[src/rtl/mii_dlb_pkg.sv]
package mii_dlb_pkg;

    localparam int NIB_W = 4;

    typedef enum logic {
        DPX_HALF = 1'b0,
        DPX_FULL = 1'b1
    } duplex_e;

    typedef struct packed {
        logic             act;
        logic             err;
        logic [NIB_W-1:0] dat;
    } nib_lane_t;

    localparam nib_lane_t LANE_IDLE = '{act: 1'b0, err: 1'b0, dat: '0};

    function automatic logic carrier_of(duplex_e dpx, logic tx_act, logic rx_act);
        if (dpx == DPX_FULL) begin
            return rx_act;
        end
        return tx_act | rx_act;
    endfunction

    function automatic logic collision_of(duplex_e dpx, logic looped,
                                          logic tx_act, logic rx_act);
        if (dpx == DPX_FULL || looped) begin
            return 1'b0;
        end
        return tx_act & rx_act;
    endfunction

endpackage

[src/rtl/dlb_ctrl.sv]
module dlb_ctrl
    import mii_dlb_pkg::*;
#(
    parameter int CTRL_W      = 16,
    parameter int LB_CTRL_BIT = 14,
    parameter int LB_STS_BIT  = 3
) (
    input  logic              clk,
    input  logic              rst,
    input  logic              nib_en,
    input  logic              ctrl_we,
    input  logic [CTRL_W-1:0] ctrl_wdata,
    output logic              lb_req,
    output logic              lb_act,
    output logic [CTRL_W-1:0] status_word
);

    logic req_q;
    logic act_q;

    always_ff @(posedge clk) begin
        if (rst) begin
            req_q <= 1'b0;
        end else if (ctrl_we) begin
            req_q <= ctrl_wdata[LB_CTRL_BIT];
        end
    end

    always_ff @(posedge clk) begin
        if (rst) begin
            act_q <= 1'b0;
        end else if (nib_en) begin
            act_q <= req_q;
        end
    end

    for (genvar b = 0; b < CTRL_W; b++) begin : g_sts
        if (b == LB_STS_BIT) begin : g_lb
            assign status_word[b] = act_q;
        end else begin : g_zero
            assign status_word[b] = 1'b0;
        end
    end

    assign lb_req = req_q;
    assign lb_act = act_q;

endmodule

[src/rtl/dlb_path_mux.sv]
module dlb_path_mux
    import mii_dlb_pkg::*;
(
    input  logic      looped,
    input  nib_lane_t from_mac,
    input  nib_lane_t from_media,
    output nib_lane_t to_media,
    output nib_lane_t to_mac
);

    always_comb begin
        if (looped) begin
            to_media   = LANE_IDLE;
            to_mac.act = from_mac.act;
            to_mac.err = 1'b0;
            to_mac.dat = from_mac.dat;
        end else begin
            to_media = from_mac;
            to_mac   = from_media;
        end
    end

endmodule

[src/rtl/dlb_sense.sv]
module dlb_sense
    import mii_dlb_pkg::*;
(
    input  duplex_e dpx,
    input  logic    looped,
    input  logic    tx_act,
    input  logic    rx_act,
    output logic    crs,
    output logic    col
);

    always_comb begin
        crs = carrier_of(dpx, tx_act, rx_act);
        col = collision_of(dpx, looped, tx_act, rx_act);
    end

endmodule

[src/rtl/mii_duplex_loop.sv]
module mii_duplex_loop
    import mii_dlb_pkg::*;
#(
    parameter int CTRL_W      = 16,
    parameter int LB_CTRL_BIT = 14,
    parameter int LB_STS_BIT  = 3
) (
    input  logic              clk,
    input  logic              rst,
    input  logic              nib_en,
    input  logic              full_duplex,
    input  logic              ctrl_we,
    input  logic [CTRL_W-1:0] ctrl_wdata,
    output logic [CTRL_W-1:0] status_word,
    input  logic              mac_tx_en,
    input  logic              mac_tx_er,
    input  logic [NIB_W-1:0]  mac_txd,
    output logic              mac_rx_dv,
    output logic              mac_rx_er,
    output logic [NIB_W-1:0]  mac_rxd,
    output logic              mac_crs,
    output logic              mac_col,
    output logic              media_tx_en,
    output logic              media_tx_er,
    output logic [NIB_W-1:0]  media_txd,
    input  logic              media_rx_dv,
    input  logic              media_rx_er,
    input  logic [NIB_W-1:0]  media_rxd
);

    logic      lb_req;
    logic      lb_act;
    duplex_e   dpx;
    nib_lane_t tx_in;
    nib_lane_t rx_in;
    nib_lane_t media_d;
    nib_lane_t mac_d;
    nib_lane_t media_q;
    nib_lane_t mac_q;
    logic      crs_d;
    logic      col_d;
    logic      crs_q;
    logic      col_q;

    assign dpx   = full_duplex ? DPX_FULL : DPX_HALF;
    assign tx_in = '{act: mac_tx_en, err: mac_tx_er, dat: mac_txd};
    assign rx_in = '{act: media_rx_dv, err: media_rx_er, dat: media_rxd};

    dlb_ctrl #(
        .CTRL_W      (CTRL_W),
        .LB_CTRL_BIT (LB_CTRL_BIT),
        .LB_STS_BIT  (LB_STS_BIT)
    ) u_ctrl (
        .clk         (clk),
        .rst         (rst),
        .nib_en      (nib_en),
        .ctrl_we     (ctrl_we),
        .ctrl_wdata  (ctrl_wdata),
        .lb_req      (lb_req),
        .lb_act      (lb_act),
        .status_word (status_word)
    );

    dlb_path_mux u_mux (
        .looped     (lb_req),
        .from_mac   (tx_in),
        .from_media (rx_in),
        .to_media   (media_d),
        .to_mac     (mac_d)
    );

    dlb_sense u_sense (
        .dpx    (dpx),
        .looped (lb_req),
        .tx_act (tx_in.act),
        .rx_act (mac_d.act),
        .crs    (crs_d),
        .col    (col_d)
    );

    always_ff @(posedge clk) begin
        if (rst) begin
            media_q <= LANE_IDLE;
            mac_q   <= LANE_IDLE;
            crs_q   <= 1'b0;
            col_q   <= 1'b0;
        end else if (nib_en) begin
            media_q <= media_d;
            mac_q   <= mac_d;
            crs_q   <= crs_d;
            col_q   <= col_d;
        end
    end

    assign media_tx_en = media_q.act;
    assign media_tx_er = media_q.err;
    assign media_txd   = media_q.dat;
    assign mac_rx_dv   = mac_q.act;
    assign mac_rx_er   = mac_q.err;
    assign mac_rxd     = mac_q.dat;
    assign mac_crs     = crs_q;
    assign mac_col     = col_q;

endmodule

[config.mk]
export PLATFORM = sky130hd
export DESIGN_NAME = mii_duplex_loop
export DESIGN_NICKNAME = d
export VERILOG_FILES = /design/src/rtl/mii_dlb_pkg.sv /design/src/rtl/dlb_ctrl.sv /design/src/rtl/dlb_path_mux.sv /design/src/rtl/dlb_sense.sv /design/src/rtl/mii_duplex_loop.sv
export SDC_FILE = /design/constraint.sdc
export NUM_CORES = 1
export LEC_CHECK = 0
export CAP_MARGIN = 20
export CORE_UTILIZATION = 26
export CTS_BUF_LIST = sky130_fd_sc_hd__clkbuf_4
export DETAILED_ROUTE_END_ITERATION = 16
export PLACE_DENSITY = 0.66
export SYNTH_ARGS = -nofsm -noshare
export SYNTH_HDL_FRONTEND = slang
export SYNTH_SLANG_ARGS = --single-unit
[constraint.sdc]
create_clock -name clk -period 2.84 [get_ports clk]
set_clock_uncertainty 0.1 [all_clocks]
set_input_delay 0.284 -clock clk [delete_from_list [all_inputs] [get_ports clk]]
set_output_delay 0.284 -clock clk [all_outputs]
set_load 0.02 [all_outputs]
==> flow_summary_export.csv <==
group,metric,value,unit
critical_path,worst-path-buf-inv,1,
clock_tree,clock_path_buffers,2,
sta,worst_pin_slew,0.635,ns
critical_path,slowest_stage,"clkdlybuf4s50_1",
floorplanning,num_rows,19,
critical_path,cp.required,2.46,ns
sta,fin_crit,1.62,ns
grt,grt_pass1_vias,557,
outcome,failed_checks,"design-rule violations",
power_and_ir_drop,power_switching,138,uW
critical_path,critPathMaxFanout,2,
critical_path,critical-path-top-delay-family,"buffers and inverters",
clock_tree,clkLatencyLatePin,0.28,ns
drt,drt_wl_total,1.60,mm
sta,drv_slew,0,
hold_path,hp-class,"reg -> reg",
floorplanning,fp.coreArea,2830,um2
floorplanning,die_area,3290,um2
clock_tree,cts_resized,0,
clock_tree,cts_tree,"built",
run,drv_cap,0,
sta,setup_viol,0,
sta,grt_setup_unrepaired,"false",
clock_tree,cts_buffers,3,
cells_and_area,diodes,0,
hold_path,holdPathStages,2,
critical_path,crit_path_start_kind,"flip-flop",
grt,grt_pass1_wl,2.60,mm
sta,hold_viol_final,0,
outcome,outcome,"finished, violations left",
placement,pre_cts_ws,1.04,ns
power_and_ir_drop,switching_share,0.284,
cells_and_area,drive_above_1_share,0.0678,
logic_synthesis,synth_area,797,um2
cells_and_area,mostFrequentLayoutCell,"clkdlybuf4s50_1",
logic_synthesis,synth_cells,88,
drt,initialDrtViolationCount,17,
cells_and_area,area_growth,35.3,%
floorplanning,die_h,57.4,um
cells_and_area,nets,152,
critical_path,crit_start,"mac_col$_SDFFE_PP0P_",
logic_synthesis,syn_avg_cell_area,9.06,um2
drt,drc,3,
grt,grt_usage,0.104,
clock_tree,clock_sinks,16,
floorplanning,start_util,0.282,
grt,antenna_found_initial,0,
drt,drt_first_pass_iters,13,
power_and_ir_drop,p_seq_frac,0.508,
clock_tree,cts_root_buf,"clkbuf_4",
power_and_ir_drop,vdd_drop_max,0.303,mV
floorplanning,die_w,57.4,um
sta,slew_headroom,0.575,
placement,finalWeightedCongestion,0.644,
placement,port_buffers,32,
critical_path,path_class,"reg -> out",
grt,overflow,0,
clock_tree,clk_pin_slew,0.09,ns
placement,dpl_cell_area,1050,um2
cells_and_area,mostFrequentLayoutCells,"clkdlybuf4s50_1, nor2_1, dfxtp_1",
logic_synthesis,yosysSeqAreaShare,0.402,
critical_path,endpoint_kind,"output pin",
critical_path,worst_r2r_path_depth,2,
drt,antenna_left,0,
sta,setup_tns,0,ns
power_and_ir_drop,power_leakage,0.000435,uW
sta,fmax,618,MHz
grt,grt_max_degree,18,
sta,timing.final.crit_share,0.569,
critical_path,r2r_start,"u_ctrl.lb_req$_SDFFE_PP0P_",
power_and_ir_drop,power_frac_comb,0.254,
power_and_ir_drop,power.internal,348,uW
placement,hpwl,1.22,mm
floorplanning,io_pins,63,
critical_path,path_depth,1,
power_and_ir_drop,p_clk_frac,0.238,
cells_and_area,stdcell_area,1080,um2
logic_synthesis,synth_cell_types,19,
drt,num_vias,632,
clock_tree,postCtsSetupBuffers,0,
hold_path,min_from,"mac_rxd[0]$_SDFFE_PP0P_",
critical_path,worstPathCellList,"clkdlybuf4s50_1",
critical_path,max_stage_delay,0.61,ns
sta,fin_worst_hold_slack,0.394,ns
clock_tree,htree_levels,1,
drt,routedWlPerCell,10.7,um
logic_synthesis,yosysWarnings,0,
clock_tree,ctsHoldBuffers,0,
logic_synthesis,ys_ff_latch,16,
critical_path,arrival,1.23,ns
drt,routed_via_density,4.24,
power_and_ir_drop,p_per_area,451,nW/um2
sta,fin_ws,1.22,ns
==> final cells by class <==
type	instances	area, um2
well taps	31	38.8
multi-input cells	63	358
clock buffers	3	22.5
fillers	308	1750
flip-flops and latches	16	320
clock inverters	1	3.75
repair buffers	33	328
inverters	2	7.51
==> layer usage <==
layer,part of all wire,vias to the layer above,wire [um],global-route usage
li1,-,321,-,-
met1,0.42,285,676,0.128
met2,0.49,26,786,0.161
met3,0.084,0,134,0.0612
met4,0,0,0,0.0105
met5,0,-,0,0
==> worst paths after layout <==
| check | slack [ns] | endpoint |
|---|---|---|
| worst min-delay path | 0.39 | mac_rxd[0]$_SDFFE_PP0P_ |
| worst max-delay path | 1.22 | mac_col |
| worst max register to register | 1.54 | mac_crs$_SDFFE_PP0P_ |
| worst min register to register | 0.39 | mac_rxd[0]$_SDFFE_PP0P_ |
==> power by group through the flow <==
| stage | clock, uW | combinational, uW | sequential (uW) |
|---|---|---|---|
| 3_5_place_dp | 0 | 123 | 253 |
| 4_1_cts | 126 | 124 | 248 |
| 2_1_floorplan | 0 | 74.6 | 264 |
| 5_1_grt | 138 | 133 | 250 |
| 3_3_place_gp | 0 | 122 | 252 |
| 6_report | 116 | 124 | 247 |
==> worst reg2reg max path, stage by stage, from the launching register on <==
cell	delay, ns
dfxtp_1	0.63
o21ai_0	0.19
a311oi_1	0.28
==> cells in the mapped netlist <==
master / instances / share of area
mux2i_1: 6 / 0.075
nor2_1: 16 / 0.075
o21ai_0: 1 / 0.0063
buf_6: 3 / 0.042
nand2b_4: 1 / 0.017
and2b_2: 2 / 0.022
conb_1: 1 / 0.0047
nand2_1: 1 / 0.0047
buf_4: 16 / 0.15
nor2b_4: 1 / 0.017
inv_1: 2 / 0.0094
a311oi_1: 2 / 0.022
buf_2: 2 / 0.013
o32ai_1: 1 / 0.011
dfxtp_1: 16 / 0.40
nor2b_1: 5 / 0.039
nand3_1: 1 / 0.0063
a21oi_1: 7 / 0.044
a211oi_1: 4 / 0.038
==> stage by stage <==
stage	utilization	total power (uW)	instances
floorplan	-	339	102
global placement	0.372	374	145
detailed placement	0.372	376	145
CTS	0.381	498	149
global route	0.381	521	149
finish	0.381	486	149
==> flip-flops by register name, summed over array words and instances (netlist names) <==
name and flops:
media_tx_er 1, mac_rx_dv 1, u_ctrl.lb_req 1, mac_rxd 4, media_txd 4, mac_col 1
mac_crs 1, mac_rx_er 1, media_tx_en 1, u_ctrl.lb_act 1
==> cell families (layout without fill, tap and decap cells) <==
group,count (synthesis),count (layout),share of synthesized area
simple gates,27,27,0.182
compound gates,15,15,0.121
flops,16,16,0.402
other cells,1,15,0.00471
buf+inv,23,39,0.215
mux,6,6,0.0754
Power figures use the tool's default switching activity.
